File: src/rtl/bla_pkg.sv
package bla_pkg;

    typedef enum logic [2:0] {
        ST_FREE,
        ST_LOCKED,
        ST_GUARD,
        ST_HANDOFF,
        ST_DMA
    } arb_state_e;

    typedef struct packed {
        logic lock;
        logic atomic;
        logic rd;
        logic wr_n;
    } bus_ctl_t;

    localparam bus_ctl_t CTL_IDLE = '{lock: 1'b0, atomic: 1'b0, rd: 1'b1, wr_n: 1'b1};

endpackage

File: src/rtl/bla_ctl_latch.sv
module bla_ctl_latch
    import bla_pkg::*;
(
    input  logic     clk,
    input  logic     rst_n,
    input  logic     sel_dma,
    input  bus_ctl_t cpu_ctl,
    input  bus_ctl_t dma_ctl,
    output bus_ctl_t ctl_q
);

    bus_ctl_t ctl_d;

    // Source chosen by the owner of the coming cycle.
    assign ctl_d = sel_dma ? dma_ctl : cpu_ctl;

    always_ff @(posedge clk or negedge rst_n) begin
        if (!rst_n) begin
            ctl_q <= CTL_IDLE;
        end else begin
            ctl_q <= ctl_d;
        end
    end

endmodule

File: src/rtl/bla_arb_fsm.sv
module bla_arb_fsm
    import bla_pkg::*;
#(
    parameter int GUARD_CYCLES = 1
) (
    input  logic clk,
    input  logic rst_n,
    input  logic busy_q,
    input  logic dma_req,
    output logic hold,
    output logic grant,
    output logic dma_next
);

    localparam int CNT_W = (GUARD_CYCLES > 1) ? $clog2(GUARD_CYCLES + 1) : 1;
    localparam logic [CNT_W-1:0] GUARD_LOAD = CNT_W'(GUARD_CYCLES - 1);

    arb_state_e       state_q, state_d;
    logic [CNT_W-1:0] cnt_q, cnt_d;

    always_ff @(posedge clk or negedge rst_n) begin
        if (!rst_n) begin
            state_q <= ST_FREE;
            cnt_q   <= '0;
        end else begin
            state_q <= state_d;
            cnt_q   <= cnt_d;
        end
    end

    always_comb begin
        state_d = state_q;
        cnt_d   = cnt_q;
        unique case (state_q)
            ST_FREE: begin
                if (busy_q) begin
                    state_d = ST_LOCKED;
                end else if (dma_req) begin
                    state_d = ST_HANDOFF;
                end
            end
            ST_LOCKED: begin
                if (!busy_q) begin
                    state_d = ST_GUARD;
                    cnt_d   = GUARD_LOAD;
                end
            end
            ST_GUARD: begin
                if (busy_q) begin
                    state_d = ST_LOCKED;
                end else if (cnt_q != '0) begin
                    cnt_d = cnt_q - CNT_W'(1);
                end else if (dma_req) begin
                    state_d = ST_HANDOFF;
                end else begin
                    state_d = ST_FREE;
                end
            end
            ST_HANDOFF: begin
                if (!dma_req) begin
                    state_d = ST_FREE;
                end else if (busy_q) begin
                    state_d = ST_LOCKED;
                end else begin
                    state_d = ST_DMA;
                end
            end
            ST_DMA: begin
                if (!dma_req) begin
                    state_d = ST_FREE;
                end
            end
            default: state_d = ST_FREE;
        endcase
    end

    always_comb begin
        hold  = 1'b0;
        grant = 1'b0;
        unique case (state_q)
            ST_HANDOFF: hold = 1'b1;
            ST_DMA: begin
                hold  = 1'b1;
                grant = 1'b1;
            end
            default: begin
                hold  = 1'b0;
                grant = 1'b0;
            end
        endcase
    end

    assign dma_next = (state_d == ST_DMA);

endmodule

File: src/rtl/bla_we_gate.sv
module bla_we_gate #(
    parameter int NUM_BLOCK = 2
) (
    input  logic                 wr_n_q,
    input  logic [NUM_BLOCK-1:0] block_n,
    output logic                 we_n
);

    logic [NUM_BLOCK-1:0] blocked;

    for (genvar g = 0; g < NUM_BLOCK; g++) begin : g_block
        assign blocked[g] = ~block_n[g];
    end

    assign we_n = wr_n_q | (|blocked);

endmodule

File: src/rtl/bus_lock_arbiter.sv
module bus_lock_arbiter
    import bla_pkg::*;
#(
    parameter int GUARD_CYCLES = 1
) (
    input  logic clk,
    input  logic rst_n,
    input  logic cpu_lock_i,
    input  logic cpu_atomic_i,
    input  logic cpu_rd_i,
    input  logic cpu_wr_n_i,
    input  logic dma_req_i,
    input  logic dma_lock_i,
    input  logic dma_atomic_i,
    input  logic dma_rd_i,
    input  logic dma_wr_n_i,
    input  logic mem_hold_n_i,
    input  logic mem_exc_n_i,
    output logic cpu_hold_o,
    output logic dma_grant_o,
    output logic bus_lock_o,
    output logic bus_atomic_o,
    output logic bus_rd_o,
    output logic mem_we_n_o
);

    bus_ctl_t cpu_ctl, dma_ctl, ctl_q;
    logic     dma_next;
    logic     busy_q;

    assign cpu_ctl = '{lock: cpu_lock_i, atomic: cpu_atomic_i, rd: cpu_rd_i, wr_n: cpu_wr_n_i};
    assign dma_ctl = '{lock: dma_lock_i, atomic: dma_atomic_i, rd: dma_rd_i, wr_n: dma_wr_n_i};

    bla_ctl_latch u_latch (
        .clk     (clk),
        .rst_n   (rst_n),
        .sel_dma (dma_next),
        .cpu_ctl (cpu_ctl),
        .dma_ctl (dma_ctl),
        .ctl_q   (ctl_q)
    );

    assign busy_q = ctl_q.lock | ctl_q.atomic;

    bla_arb_fsm #(
        .GUARD_CYCLES (GUARD_CYCLES)
    ) u_fsm (
        .clk      (clk),
        .rst_n    (rst_n),
        .busy_q   (busy_q),
        .dma_req  (dma_req_i),
        .hold     (cpu_hold_o),
        .grant    (dma_grant_o),
        .dma_next (dma_next)
    );

    bla_we_gate #(
        .NUM_BLOCK (2)
    ) u_we (
        .wr_n_q  (ctl_q.wr_n),
        .block_n ({mem_hold_n_i, mem_exc_n_i}),
        .we_n    (mem_we_n_o)
    );

    assign bus_lock_o   = ctl_q.lock;
    assign bus_atomic_o = ctl_q.atomic;
    assign bus_rd_o     = ctl_q.rd;

endmodule

File: config.mk
export PLATFORM = sky130hd
export DESIGN_NAME = bus_lock_arbiter
export DESIGN_NICKNAME = d
export VERILOG_FILES = /design/src/rtl/bla_pkg.sv /design/src/rtl/bla_ctl_latch.sv /design/src/rtl/bla_arb_fsm.sv /design/src/rtl/bla_we_gate.sv /design/src/rtl/bus_lock_arbiter.sv
export SDC_FILE = /design/constraint.sdc
export NUM_CORES = 1
export LEC_CHECK = 0
export ABC_AREA = 1
export BUFFER_PORTS_ARGS = -buffer_cell sky130_fd_sc_hd__buf_2
export CORE_AREA = 2 2 39 41
export DETAILED_ROUTE_END_ITERATION = 10
export DIE_AREA = 0 0 41 43
export SLEW_MARGIN = 20
export SYNTH_ARGS = -nofsm -noshare
export SYNTH_HDL_FRONTEND = slang
export SYNTH_SLANG_ARGS = --single-unit
File: constraint.sdc
create_clock -name clk -period 2.05 [get_ports clk]
set_input_delay 0.41 -clock clk [delete_from_list [all_inputs] [get_ports clk]]
set_output_delay 0.41 -clock clk [all_outputs]
set_load 0.03 [all_outputs]
After elaboration in Yosys (flattened, before gate mapping)
Cells that the tools add are included.
{"block": "op_classes", "n_eq_ne": 7, "add_sub_neg": 1, "bitwise_logic": 4, "n_reduce_logical": 5, "n_mux": 17}
{"op": "$mux 3", "count": 8}
{"op": "$pmux 3 s5", "count": 1}
{"op": "$eq 3x2->1 const B", "count": 2}
{"op": "$eq 3x3->1 const B", "count": 2}
{"op": "$mux 1", "count": 5}
{"op": "$mux 4", "count": 1}
{"op": "$ne 2x2->1 const B", "count": 2}
{"op": "$reduce_or 2->1", "count": 2}
{"op": "$eq 3x1->1 const B", "count": 1}
{"op": "$logic_not 3->1", "count": 1}
{"op": "$reduce_and 3->1", "count": 1}
{"op": "$mux 2", "count": 1}
{"op": "$not 1->1", "count": 2}
{"op": "$or 1x1->1", "count": 2}
{"op": "$pmux 1 s2", "count": 1}
{"op": "$reduce_bool 2->1", "count": 1}
{"op": "$sub 1x1->1 const B", "count": 1}
{"block": "totals", "reg_bits": 8}

Logic depth before layout (Yosys ltp)
Gate-level depths: netlist of run 1.
{"block": "depth", "depth_word": 6, "depth_mapped": 7, "mapped_depth_nobuf": 7}

By module
Synthesis of run 1 repeated with hierarchy kept, for this count alone.
{"block": "hier_totals", "hier_cells": 47, "area_unflattened_um2": 362.8}
{"module": "bla_arb_fsm", "area_each_um2": 186.4, "cells_per_inst": 25, "n_inst": 1, "seq_area_each_um2": 75.1}
{"module": "bla_ctl_latch", "area_each_um2": 151.4, "cells_per_inst": 17, "n_inst": 1, "seq_area_each_um2": 102.6}
{"module": "bla_we_gate", "area_each_um2": 13.8, "cells_per_inst": 2, "n_inst": 1, "seq_area_each_um2": 0.0}
{"module": "bus_lock_arbiter", "area_each_um2": 11.3, "cells_per_inst": 3, "n_inst": 1, "seq_area_each_um2": 0.0}

Worst setup path after synthesis of run 1
No wires, ideal clock.
{"block": "synth_timing", "kind": "flip-flop to output port", "from": "reg u_fsm.state_q[1]", "to": "out cpu_hold_o", "t_arrival_ps": 1147, "t_required_ps": 1640, "path_buffers": 0, "path_stages_with_launch": 3, "path_slack_ps": 493, "path_cell_list": "dfrtp_1 nand2_1 o21ai_0"}
{"block": "synth_via", "elab_chain_len": 3, "word_cells_on_any_way": 4}
{"element": "start, declared", "line": "bla_arb_fsm.sv:18", "source": "arb_state_e state_q, state_d;"}
{"element": "start signal, assigned", "line": "bla_arb_fsm.sv:26", "source": "state_q <= state_d;"}
{"element": "$eq 3x2->1 / $eq 3x3->1 (equally long branches)", "line": "bla_arb_fsm.sv:80", "source": "unique case (state_q)"}
{"element": "$reduce_or 2->1 (no source line) (*)"}
{"element": "$mux 1 (*)", "line": "bla_arb_fsm.sv:80"}
{"element": "end, declared", "line": "bus_lock_arbiter.sv:19", "source": "output logic cpu_hold_o,"}
Mark *: on every way between the ends. The rest lies on a longest branch, timed or not.

Worst setup path in the final report of run 1
Same ends and word-level chain as after synthesis.

==> impl_table.tex, run 1 <==
\begin{tabular}{lr}
\hline
Metric & Value \\
\hline
\multicolumn{2}{l}{\textbf{Synthesis}} \\
Number of flip-flops and latches in the synthesized netlist & 7 \\
Most used standard cells in the synthesized netlist & sky130\_fd\_sc\_hd\_\_nand2\_1 (14), sky130\_fd\_sc\_hd\_\_inv\_1 (6), sky130\_fd\_sc\_hd\_\_dfrtp\_1 (5), sky130\_fd\_sc\_hd\_\_nand3\_1 (4), sky130\_fd\_sc\_hd\_\_o21ai\_0 (3) \\
Synthesized instance count & 45 \\
Main combinational cell family by area after synthesis & simple AND/OR/NAND/NOR gates \\
Compound-gate portion of the synthesized area & 4.05\% \\
YS warnings & 0 \\
Mapped Nets & 58 \\
Asr flop ratio synth & between 90\% and 100\% \\
Synthesized-area fraction occupied by and/or/nand/nor cells & 41.9\% \\
Part of the Yosys area used for sequential elements & 48.0\% \\
EDFF count, synth & 0 \\
Avg Cell Area, Syn & 8.23 µm² \\
Combined area of all synthesized cells & 370 µm² \\
Main flop type after synthesis & sky130\_fd\_sc\_hd\_\_dfrtp\_1 \\
Adder and majority cell fraction of the synthesized area & 0\% \\
Synth top area share & 33.8\% \\
Top post-synthesis cells by area & sky130\_fd\_sc\_hd\_\_dfrtp\_1 (34\%), sky130\_fd\_sc\_hd\_\_dfstp\_2 (14\%), sky130\_fd\_sc\_hd\_\_nand2\_1 (14\%) \\
Mux share of post-synthesis cell area & 0\% \\
Library cell with the highest instance count after synthesis & sky130\_fd\_sc\_hd\_\_nand2\_1 \\
XOR/XNOR Fraction of Synth Area & 0\% \\
Cell type contributing the most total cell area after synthesis & sky130\_fd\_sc\_hd\_\_dfrtp\_1 \\
Count of cell types in the netlist & 14 \\
\multicolumn{2}{l}{\textbf{GRT}} \\
Final global-route overflow total & 0 \\
Largest net degree at the start of global routing & 8 \\
Vias in the first global route & 296 \\
Overall routing resource usage & between 10\% and 20\% \\
Initial antenna violation count & 0 \\
Global-route wire length before repair & about 1.2 mm \\
\multicolumn{2}{l}{\textbf{Cells and area}} \\
Number of nets at the end of the flow & 82 \\
Antenna diodes & 0 \\
FF/Latch Area & 178 µm² \\
Design Area, Final & 517 µm² \\
Area growth, synth to finish & 39.5\% \\
Layout cell share with drive strength beyond 1 & 41.2\% \\
Finished Layout Cells & between 80 and 90 \\
Multi-input gate area & 170 µm² \\
Final-layout fill cell count & 148 \\
Fin util & 37.3\% \\
\multicolumn{2}{l}{\textbf{Worst setup path}} \\
Maximum fanout count along the critical path & 5 \\
Family with the most delay on the worst path & flip-flops \\
Worst setup slack for register-to-register paths & approximately 0.98 ns \\
Logic depth of the worst setup path including buffers & 4 \\
Capture point of the worst reg-to-reg path & u\_latch.ctl\_q[1] \\
Critical Path Sink Type & output pin \\
Setup crit start & u\_fsm.state\_q[1] \\
Cell with the largest stage delay on the worst path & sky130\_fd\_sc\_hd\_\_dfrtp\_1 \\
Type of the setup path with the least slack & flop to output pin \\
WP buf/inv & 1 \\
R2R Path Start & u\_fsm.state\_q[1] \\
Crit path arrival time & 1.21 ns \\
Largest stage delay on the critical path & 0.41 ns \\
Required time of the critical path & around 1.6 ns \\
Number of cell instances on the worst register-to-register path & 5 \\
Endpoint of the most critical setup path & cpu\_hold\_o \\
Critical-path cell list & nor2\_1 > nand2\_1 > o21ai\_0 > buf\_2 \\
Startpoint class of the critical path & flop \\
\multicolumn{2}{l}{\textbf{Power}} \\
Flop pwr share & 44.4\% \\
Share of power burned in combinational logic & 26.4\% \\
Final total power & 0.401 mW \\
Clock network power share & 29.2\% \\
Int Pwr & 0.273 mW \\
Leakage Power & just under 0.3 nW \\
Power per Cell Area & 777 nW/µm² \\
Net load switching power & 0.129 mW \\
Worst VDD drop & between 0.3 and 0.4 mV \\
Switching share of power & 32.1\% \\
\multicolumn{2}{l}{\textbf{Detailed routing}} \\
Routed WL per cell & $\sim$8.6 µm \\
Pre-antenna DRT Iters & 4 \\
Number of nets still failing antenna checks after routing & 0 \\
Number of design-rule violations left by the first detailed-router iteration & 7 \\
Number of vias per cell & 4.29 \\
Vias & 360 \\
\# DRC & 0 \\
Total wire length & 720 µm \\
\multicolumn{2}{l}{\textbf{Clocking}} \\
Number of resized instances in the post-cts repair step & 0 \\
Htree depth & 1 \\
Clock input transition at the sequential cells of the worst setup and hold paths & 0.05 ns \\
CTS Root Cell & sky130\_fd\_sc\_hd\_\_clkbuf\_4 \\
Number of buffers inserted by post-CTS setup repair & 0 \\
\# hold bufs at CTS & 1 \\
CTS Buf Count & 3 \\
Later-pin clock latency in the skew report & around 0.24 ns \\
Number of clock sinks seen by CTS & 7 \\
CTS tree & yes \\
CTS Buffer Depth & 2 \\
\multicolumn{2}{l}{\textbf{STA}} \\
Post-Route Hold Slack & 0.366 ns \\
Max Clock Skew & about 0.0012 ns \\
Count of final hold-check violations & 0 \\
Unrepaired setup endpoints after global routing & no \\
Highest Clock Rate & 0.618 GHz \\
Actual slew at the worst max-slew pin & between 0.2 and 0.25 ns \\
Final sum of negative setup slack & 0 ns \\
Worst slew slack as a fraction of its limit & 86.1\% \\
Portion of the clock cycle consumed by the worst path in the final layout & 78.9\% \\
Crit path setup slack, layout & approximately 0.43 ns \\
Fin crit period & 1.62 ns \\
Max-slew violations & 0 \\
Number of setup violations in the final report & 0 \\
\multicolumn{2}{l}{\textbf{Place}} \\
Cell total after placement & 79 \\
Worst-case setup slack after placement & 0.695 ns \\
Placed cell area & 480 µm² \\
Count of buffers inserted at the top-level ports & 18 \\
Half-perimeter wire length after placement & 608 µm \\
Weighted congestion reported at the end of routability-driven placement & 0.782 \\
\multicolumn{2}{l}{\textbf{Floorplanning}} \\
Overall die height & 43 µm \\
Count of pins on the block boundary & 19 \\
Number of rows created at floorplan & 14 \\
Die area & 1760 µm² \\
Initial standard-cell utilization of the core & about 27\% \\
Core outline area & 1380 µm² \\
Chip Width & 41 µm \\
\multicolumn{2}{l}{\textbf{Worst hold path}} \\
Class of the worst hold path & input port to flop \\
\multicolumn{2}{l}{\textbf{Run status}} \\
Result of the run & finished clean \\
\multicolumn{2}{l}{\textbf{Run}} \\
Number of max-cap violations & 0 \\
\hline
\end{tabular}
cells by family (layout without fill, tap and decap cells):
| kind of cell | count (synthesis) | count (layout) |
|---|---|---|
| flip-flops | 7 | 7 |
| buffers and inverters | 6 | 29 |
| AND/OR/NAND/NOR | 29 | 29 |
| AO/OA/AOI/OAI | 3 | 3 |
area by class of cell:
class | count | area share, %
Multi-Input combinational cell | 32 | 32.9
Inverter | 6 | 4.36
Timing Repair Buffer | 19 | 19.4
Clock buffer | 4 | 5.08
Sequential cell | 7 | 34.4
Tap cell | 16 | 3.87
flip-flops by register name, indices dropped and copies added, names as in the netlist:
| signal | count |
|---|---|
| u_latch.ctl_q | 4 |
| u_fsm.state_q | 3 |
cells in the final DEF, fill, tap and decap left out, types with 2 or more instances in the layout:
cell type and count:
sky130_fd_sc_hd__nand2_4 2, sky130_fd_sc_hd__dfstp_2 2, sky130_fd_sc_hd__nand2_1 14, sky130_fd_sc_hd__buf_2 18, sky130_fd_sc_hd__nor2_1 2, sky130_fd_sc_hd__nand4_1 2
sky130_fd_sc_hd__inv_1 6, sky130_fd_sc_hd__nand3_1 4, sky130_fd_sc_hd__dfrtp_1 5, sky130_fd_sc_hd__o21ai_0 3, sky130_fd_sc_hd__clkbuf_4 3
power groups by stage:
stage / Combinational, mW / Clock [mW] / Sequential, mW
2_1_floorplan: 0.0630 / 0 / 0.187
3_5_place_dp: 0.106 / 0 / 0.180
5_1_grt: 0.118 / 0.133 / 0.181
4_1_cts: 0.107 / 0.124 / 0.178
6_report: 0.106 / 0.117 / 0.178
3_3_place_gp: 0.104 / 0 / 0.179
per-layer routing:
metal / vias to the layer above / GRT usage, % / wire (µm)
li1: 192 / - / -
met1: 163 / 12.1 / 296
met2: 5 / 14.7 / 404
met3: 0 / 4.71 / 19
met4: 0 / 10.0 / 0
met5: - / 0 / 0
worst min-delay path by stage:
| stage | startpoint | end | slack [ns] | cells past startpoint |
|---|---|---|---|---|
| floorplan | rst_n | u_fsm.state_q[0] | 0.11 | 0 |
| global placement | rst_n | u_latch.ctl_q[2] | 0.25 | 1 |
| detailed placement | rst_n | u_latch.ctl_q[2] | 0.25 | 1 |
| CTS | dma_wr_n_i | u_latch.ctl_q[0] | 0.35 | 3 |
| global route | dma_lock_i | u_latch.ctl_q[3] | 0.37 | 3 |
| finish | dma_lock_i | u_latch.ctl_q[3] | 0.37 | 3 |
worst reg2reg max path, stage by stage, from the launching register on:
cell	delay [ns]
sky130_fd_sc_hd__dfrtp_1	0.41
sky130_fd_sc_hd__nor2_1	0.18
sky130_fd_sc_hd__nand3_2	0.17
sky130_fd_sc_hd__nand2_4	0.13
sky130_fd_sc_hd__nand2_1	0.05
sky130_fd_sc_hd__nand2_1	0.06
No activity file was read; power rests on OpenSTA's default activity.
==> run 2, diff against run 1 <==
- ABC_AREA: 1 -> 0
- clock period: 2.05 -> 1.4 ns (I/O delays scaled with it)
==> run 2 against run 1 <==
The run now ends with negative setup slack left. Critical path type unchanged. Sequential share of layout area fell by 5.6 points. Die area did not move. Worst setup slack got worse by 0.50 ns. Hold slack lost 0.083 ns. Count of clock-buffer cells in the layout unchanged. Total power grew 39%. Sequential cell count is the same. Clock skew barely moved. Combinational power increased by 25%. Design area grew 21%. Global-route usage rose by 5.3 points. Register-to-register slack got worse by 0.82 ns.
==> impl_table.tex, run 2 <==
\begin{tabular}{lr}
\hline
Metric & Value \\
\hline
\multicolumn{2}{l}{\textbf{Run status}} \\
Result of the run & complete, but fails checks \\
Violations in the final reports & negative setup slack \\
\multicolumn{2}{l}{\textbf{Worst setup path}} \\
Startpoint class of the critical path & flop \\
Crit path arrival time & 1.19 ns (-0.02 ns) \\
Required time of the critical path & 1.12 ns (-0.52 ns) \\
Critical Path Sink Type & output pin \\
Type of the setup path with the least slack & flop to output pin \\
Maximum fanout count along the critical path & 3 (-2) \\
\multicolumn{2}{l}{\textbf{Cells and area}} \\
Design Area, Final & 627 µm² (+21\%) \\
Number of nets at the end of the flow & 85 (+3.7\%) \\
Commonest cells after routing, fill and taps aside & sky130\_fd\_sc\_hd\_\_buf\_2 (16), sky130\_fd\_sc\_hd\_\_buf\_4 (9), sky130\_fd\_sc\_hd\_\_nand3\_1 (8) \\
Registers with the highest flip-flop counts & u\_latch.ctl\_q (4), u\_fsm.state\_q (3) \\
Commonest non-fill, non-tap cell in the layout & sky130\_fd\_sc\_hd\_\_buf\_2 \\
FF/Latch Area & 180 µm² (+1.4\%) \\
Register containing the most flip-flops in the final layout & u\_latch.ctl\_q \\
Flip-flop count of the largest register after layout & 4 (unchanged) \\
Layout cell share with drive strength beyond 1 & 50.7\% (+9.5 points) \\
Fin util & 45.3\% (+8.0 points) \\
Final-layout fill cell count & 142 (-4.1\%) \\
Antenna diodes & 0 (unchanged) \\
Area growth, synth to finish & 61.1\% \\
Multi-input gate area & 220 µm² (+29\%) \\
\multicolumn{2}{l}{\textbf{Synthesis}} \\
Avg Cell Area, Syn & 9.73 µm² (+18\%) \\
Asr flop ratio synth & 100\% (unchanged) \\
Cell type contributing the most total cell area after synthesis & sky130\_fd\_sc\_hd\_\_dfrtp\_1 \\
Count of cell types in the netlist & 20 (+6) \\
YS warnings & 0 (unchanged) \\
Most used standard cells in the synthesized netlist & sky130\_fd\_sc\_hd\_\_nand3\_1 (8), sky130\_fd\_sc\_hd\_\_dfrtp\_1 (5), sky130\_fd\_sc\_hd\_\_nand4\_1 (4), sky130\_fd\_sc\_hd\_\_o211ai\_1 (4) \\
Mapped Nets & 53 (-8.6\%) \\
Top post-synthesis cells by area & sky130\_fd\_sc\_hd\_\_dfrtp\_1 (32\%), sky130\_fd\_sc\_hd\_\_dfstp\_2 (14\%), sky130\_fd\_sc\_hd\_\_nand3\_1 (10\%) \\
Main flop type after synthesis & sky130\_fd\_sc\_hd\_\_dfrtp\_1 \\
Number of flip-flops and latches in the synthesized netlist & 7 (unchanged) \\
Combined area of all synthesized cells & 389 µm² (+5.1\%) \\
EDFF count, synth & 0 (unchanged) \\
Synthesized instance count & 40 (-11\%) \\
Part of the Yosys area used for sequential elements & 45.7\% (-2.3 points) \\
Synth top area share & 32.2\% (-1.6 points) \\
Library cell with the highest instance count after synthesis & sky130\_fd\_sc\_hd\_\_nand3\_1 \\
\multicolumn{2}{l}{\textbf{Detailed routing}} \\
\# DRC & 0 (unchanged) \\
Detailed-route wire length on metal 1 & 464 µm (+57\%) \\
Total wire length & 1.14 mm (+58\%) \\
Vias & 455 (+26\%) \\
Routed WL per cell & 13.1 µm (+53\%) \\
Number of nets still failing antenna checks after routing & 0 (unchanged) \\
Top layer in use & met4 \\
Pre-antenna DRT Iters & 4 (unchanged) \\
Met3 routed wirelength & 109 µm (+470\%) \\
DR WL met2 & 530 µm (+31\%) \\
Number of design-rule violations left by the first detailed-router iteration & 27 (+20) \\
Number of vias per cell & 5.23 (+22\%) \\
\multicolumn{2}{l}{\textbf{Floorplanning}} \\
Initial standard-cell utilization of the core & 28.1\% (+1.4 points) \\
Count of pins on the block boundary & 19 (unchanged) \\
Core outline area & 1380 µm² (unchanged) \\
Number of rows created at floorplan & 14 (unchanged) \\
Overall die height & 43 µm (unchanged) \\
Chip Width & 41 µm (unchanged) \\
Die area & 1760 µm² (unchanged) \\
\multicolumn{2}{l}{\textbf{Power}} \\
Power per Cell Area & 893 nW/µm² (+15\%) \\
Worst VDD drop & 0.422 mV (+22\%) \\
Leakage Power & 0.277 nW (-6.6\%) \\
Final total power & 0.560 mW (+39\%) \\
\multicolumn{2}{l}{\textbf{Run}} \\
Number of max-cap violations & 0 (unchanged) \\
\multicolumn{2}{l}{\textbf{STA}} \\
Max Clock Skew & 0.00145 ns (+0.000296 ns) \\
Portion of the clock cycle consumed by the worst path in the final layout & 105\% \\
Worst slew slack as a fraction of its limit & 72.1\% (-14 points) \\
Max-slew violations & 0 (unchanged) \\
Fin crit period & $\sim$1.5 ns \\
Count of final hold-check violations & 0 (unchanged) \\
Highest Clock Rate & between 0.6 and 0.7 GHz \\
Crit path setup slack, layout & -0.0705 ns (-0.503 ns) \\
Post-Route Hold Slack & 0.283 ns (-0.0832 ns) \\
Number of setup violations in the final report & 2 (+2) \\
Actual slew at the worst max-slew pin & 0.417 ns (+0.208 ns) \\
Unrepaired setup endpoints after global routing & yes \\
\multicolumn{2}{l}{\textbf{GRT}} \\
Final global-route overflow total & 0 (unchanged) \\
Vias in the first global route & 391 (+32\%) \\
Global-route wire length before repair & 1.81 mm (+51\%) \\
Initial antenna violation count & 0 (unchanged) \\
Overall routing resource usage & 16.2\% (+5.3 points) \\
Largest net degree at the start of global routing & 14 (+6) \\
\multicolumn{2}{l}{\textbf{Place}} \\
Count of buffers inserted at the top-level ports & 18 (unchanged) \\
Half-perimeter wire length after placement & 804 µm (+32\%) \\
Placed cell area & 546 µm² (+14\%) \\
Weighted congestion reported at the end of routability-driven placement & 0.757 (-3.3\%) \\
Worst-case setup slack after placement & 0.107 ns (-0.588 ns) \\
\multicolumn{2}{l}{\textbf{Clocking}} \\
CTS Buffer Depth & 2 (unchanged) \\
CTS tree & yes \\
CTS Root Cell & sky130\_fd\_sc\_hd\_\_clkbuf\_4 \\
Htree depth & 1 (unchanged) \\
CTS Buf Count & 3 (unchanged) \\
Clock input transition at the sequential cells of the worst setup and hold paths & 0.06 ns (about the same) \\
Number of clock sinks seen by CTS & 7 (unchanged) \\
Later-pin clock latency in the skew report & 0.26 ns (+0.02 ns) \\
\multicolumn{2}{l}{\textbf{Worst hold path}} \\
Class of the worst hold path & input port to flop \\
\hline
\end{tabular}
-- run 2: timing repair --
action,in CTS,in global routing
endpoints found under the setup margin,2,2
gates cloned,0,0
endpoints found under the hold margin,5,0
hold buffers,1,0
buffers inserted,4,0
pin swaps,1,1
gates resized for setup,5,1
-- run 2: kinds of logic after synthesis --
kind of cell / Yosys count / synth area share, %
AND/OR/NAND/NOR: 25 / 40.8
flip-flops: 7 / 45.7
AO/OA/AOI/OAI: 7 / 12.2
buffers and inverters: 1 / 1.28
-- run 2: stage by stage --
stage	instances	TNS, ns
after CTS	87	-0.138
after global routing	87	-0.212
after detailed placement	78	0
after floorplan	40	-0.0673
after global placement	78	0
final	87	-0.125
-- run 2: worst paths after layout --
path | start | endpoint | slack [ns] | cells past startpoint
worst max-delay path | u_fsm.state_q[0] | cpu_hold_o | -0.07 | 3
worst min-delay path | dma_rd_i | u_latch.ctl_q[1] | 0.28 | 3
worst max register to register | u_fsm.state_q[0] | u_latch.ctl_q[0] | 0.16 | 6
worst min register to register | u_latch.ctl_q[3] | u_fsm.state_q[1] | 0.54 | 2
max in group asynchronous | rst_n | u_latch.ctl_q[0] | 0.79 | 2
min in group asynchronous | rst_n | u_latch.ctl_q[2] | 0.38 | 2
-- run 2: cell type report --
class	count	share of cell area (%)
clock buffer	4	4.19
multi-input combinational	32	35.1
sequential	7	28.7
tap	16	3.19
timing repair buffer	28	28.7
-- run 2: worst max-delay path, stage by stage, from the launching register on --
cell,delay (ns)
sky130_fd_sc_hd__dfrtp_2,0.43
sky130_fd_sc_hd__nor3b_4,0.22
sky130_fd_sc_hd__nand2b_4,0.16
sky130_fd_sc_hd__buf_6,0.13
-- run 2: power by group --
part	internal (mW)	switching [mW]	leakage, nW	total (mW)
combinational	0.0599	0.0716	0.182	0.132
sequential	0.220	0.0120	0.0798	0.232
clock	0.110	0.0864	0.0150	0.196
total	0.390	0.170	0.277	0.560
-- run 2: per-layer routing --
metal / GRT usage (%) / vias up
li1: - / 217
met1: 19.9 / 209
met2: 22.5 / 25
met3: 3.66 / 4
met4: 14.0 / 0
met5: 0 / -
==> run 3, diff against run 2 <==
- CAP_MARGIN: default -> 10
- GPL_TIMING_DRIVEN: default -> 0
- HOLD_SLACK_MARGIN: default -> 0.03
==> run 3 against run 2 <==
The run still ends with negative setup slack left. Fmax decreased by 2.9%. Clock skew increased by 0.0039 ns. Hold slack improved by 0.011 ns. Design area decreased by 6.2%. Wire length decreased by 20%. Count of clock-buffer cells in the layout unchanged. Sequential power increased by 3%. Non-clock buffer count decreased by 5. Sequential cell count unchanged. Sequential share of layout area increased by 2.1 points. Via count decreased by 10%. Clock power decreased by 10%.
==> impl_table.tex, run 3 (synthesis gave the netlist of run 2 again) <==
\begin{tabular}{lr}
\hline
Metric & Value \\
\hline
\multicolumn{2}{l}{\textbf{Run status}} \\
Result of the run & complete, but fails checks \\
Violations in the final reports & negative setup slack \\
\multicolumn{2}{l}{\textbf{Cells and area}} \\
Antenna diodes & 0 (unchanged) \\
Commonest cells after routing, fill and taps aside & sky130\_fd\_sc\_hd\_\_buf\_2 (17), sky130\_fd\_sc\_hd\_\_nand3\_1 (8), sky130\_fd\_sc\_hd\_\_nand4\_1 (4), sky130\_fd\_sc\_hd\_\_o211ai\_1 (4) \\
Commonest non-fill, non-tap cell in the layout & sky130\_fd\_sc\_hd\_\_buf\_2 \\
Final-layout fill cell count & 148 (+4.2\%) \\
FF/Latch Area & 181 µm² (+0.69\%) \\
Finished Layout Cells & 82 (-5.7\%) \\
Number of nets at the end of the flow & 80 (-5.9\%) \\
Registers with the highest flip-flop counts & u\_latch.ctl\_q (4), u\_fsm.state\_q (3) \\
Multi-input gate area & 220 µm² (unchanged) \\
Flip-flop count of the largest register after layout & 4 (unchanged) \\
Area growth, synth to finish & 51.1\% \\
Layout cell share with drive strength beyond 1 & 48.5\% (-2.2 points) \\
Register containing the most flip-flops in the final layout & u\_latch.ctl\_q \\
\multicolumn{2}{l}{\textbf{Place}} \\
Half-perimeter wire length after placement & 714 µm (-11\%) \\
Count of buffers inserted at the top-level ports & 18 (unchanged) \\
Weighted congestion reported at the end of routability-driven placement & 0.760 (+0.44\%) \\
Worst-case setup slack after placement & -0.0675 ns (-0.175 ns) \\
Cell total after placement & 74 (-5.1\%) \\
\multicolumn{2}{l}{\textbf{STA}} \\
Highest Clock Rate & 0.661 GHz (-2.9\%) \\
Max-slew violations & 0 (unchanged) \\
Worst slew slack as a fraction of its limit & 74.4\% (+2.3 points) \\
Crit path setup slack, layout & -0.114 ns (-0.0432 ns) \\
Post-Route Hold Slack & 0.294 ns (+0.0108 ns) \\
Count of final hold-check violations & 0 (unchanged) \\
Final sum of negative setup slack & -0.198 ns (-0.0733 ns) \\
Actual slew at the worst max-slew pin & 0.383 ns (-0.0339 ns) \\
Max Clock Skew & 0.00537 ns (+0.00392 ns) \\
Portion of the clock cycle consumed by the worst path in the final layout & 108\% (+3.1 points) \\
Unrepaired setup endpoints after global routing & yes \\
Fin crit period & 1.51 ns (+0.0432 ns) \\
Number of setup violations in the final report & 2 (unchanged) \\
\multicolumn{2}{l}{\textbf{Worst setup path}} \\
R2R Path Start & u\_latch.ctl\_q[2] \\
Crit path arrival time & 1.23 ns (+0.04 ns) \\
Type of the setup path with the least slack & flop to output pin \\
Number of cell instances on the worst register-to-register path & 3 (-3) \\
Capture point of the worst reg-to-reg path & u\_latch.ctl\_q[2] \\
Worst setup slack for register-to-register paths & 0.14 ns (-0.02 ns) \\
Setup crit start & u\_fsm.state\_q[1] \\
Endpoint of the most critical setup path & cpu\_hold\_o \\
Startpoint class of the critical path & flop \\
Critical Path Sink Type & output pin \\
Required time of the critical path & 1.12 ns (about the same) \\
Maximum fanout count along the critical path & 5 (+2) \\
\multicolumn{2}{l}{\textbf{Detailed routing}} \\
Pre-antenna DRT Iters & 4 (unchanged) \\
\# DRC & 0 (unchanged) \\
Total wire length & 914 µm (-20\%) \\
Number of vias per cell & 4.98 (-4.9\%) \\
Vias & 408 (-10\%) \\
Routed WL per cell & 11.1 µm (-15\%) \\
Number of design-rule violations left by the first detailed-router iteration & 4 (-85\%) \\
Number of nets still failing antenna checks after routing & 0 (unchanged) \\
\multicolumn{2}{l}{\textbf{GRT}} \\
Largest net degree at the start of global routing & 11 (-3) \\
Global-route wire length before repair & 1.46 mm (-19\%) \\
Vias in the first global route & 396 (+1.3\%) \\
Overall routing resource usage & 13.0\% (-3.2 points) \\
Initial antenna violation count & 0 (unchanged) \\
Final global-route overflow total & 0 (unchanged) \\
\multicolumn{2}{l}{\textbf{Run}} \\
Number of max-cap violations & 0 (unchanged) \\
\multicolumn{2}{l}{\textbf{Power}} \\
Power per Cell Area & 886 nW/µm² (-0.75\%) \\
Worst VDD drop & 0.257 mV (-39\%) \\
Leakage Power & 0.250 nW (-9.6\%) \\
\multicolumn{2}{l}{\textbf{Floorplanning}} \\
Overall die height & 43 µm (unchanged) \\
Chip Width & 41 µm (unchanged) \\
Die area & 1760 µm² (unchanged) \\
Core outline area & 1380 µm² (unchanged) \\
Number of rows created at floorplan & 14 (unchanged) \\
Initial standard-cell utilization of the core & 28.1\% (unchanged) \\
Count of pins on the block boundary & 19 (unchanged) \\
\multicolumn{2}{l}{\textbf{Clocking}} \\
Htree depth & 1 (unchanged) \\
CTS Buffer Depth & 2 (unchanged) \\
Later-pin clock latency in the skew report & 0.25 ns (about the same) \\
CTS tree & yes \\
Number of clock sinks seen by CTS & 7 (unchanged) \\
CTS Buf Count & 3 (unchanged) \\
Clock input transition at the sequential cells of the worst setup and hold paths & 0.05 ns (about the same) \\
CTS Root Cell & sky130\_fd\_sc\_hd\_\_clkbuf\_4 \\
\multicolumn{2}{l}{\textbf{Worst hold path}} \\
Class of the worst hold path & input port to flop \\
\hline
\end{tabular}
[run 3: repair_timing]
item / CTS / global route
setup buffers: 3 / 0
endpoints found under the hold margin: 5 / 0
hold buffers: 1 / 0
pin swaps: 1 / 0
gates resized for setup: 6 / 1
endpoints found under the setup margin: 2 / 2
gates cloned: 0 / 0
[run 3: metrics by stage]
step           instance area [µm²]  util, %  total power [mW]
2_1_floorplan                  403        -             0.298
3_3_place_gp                   513     37.1             0.339
3_5_place_dp                   513     37.1             0.341
4_1_cts                        587     42.4             0.530
5_1_grt                        588     42.5             0.558
6_report                       588     42.5             0.521
[run 3: how the worst min path moves through the flow]
stage,from,end,depth (start not counted)
6_report,dma_wr_n_i,u_latch.ctl_q[0],3
5_1_grt,dma_wr_n_i,u_latch.ctl_q[0],3
4_1_cts,dma_wr_n_i,u_latch.ctl_q[0],3
3_5_place_dp,rst_n,u_fsm.state_q[1],1
3_3_place_gp,rst_n,u_fsm.state_q[1],1
2_1_floorplan,rst_n,u_fsm.state_q[0],0
[run 3: critical path: stages, from the launching register on]
cell and delay [ns]:
sky130_fd_sc_hd__dfrtp_2 0.44, sky130_fd_sc_hd__nor3b_4 0.25, sky130_fd_sc_hd__nand2b_4 0.16, sky130_fd_sc_hd__buf_6 0.13
[run 3: power breakdown]
group          leakage (nW)  internal (mW)  total (mW)  switching [mW]
Clock                0.0150          0.108       0.176          0.0673
Sequential           0.0782          0.221       0.239          0.0180
Combinational         0.157         0.0467       0.107          0.0601
Total                 0.250          0.376       0.521           0.145
[run 3: routing by layer]
layer  track usage [%]  routed length (µm)
met2              20.3                 414
met3              1.57                  65
met4              14.0                  44
met5                 0                   0
met1              13.1                 390
[run 3: final cells by class]
class / instances / area share [%]
clock buffers: 4 / 4.47
plain buffers: 1 / 0.851
multi-input cells: 32 / 37.4
flip-flops and latches: 7 / 30.9
repair buffers: 22 / 23.0
well taps: 16 / 3.40
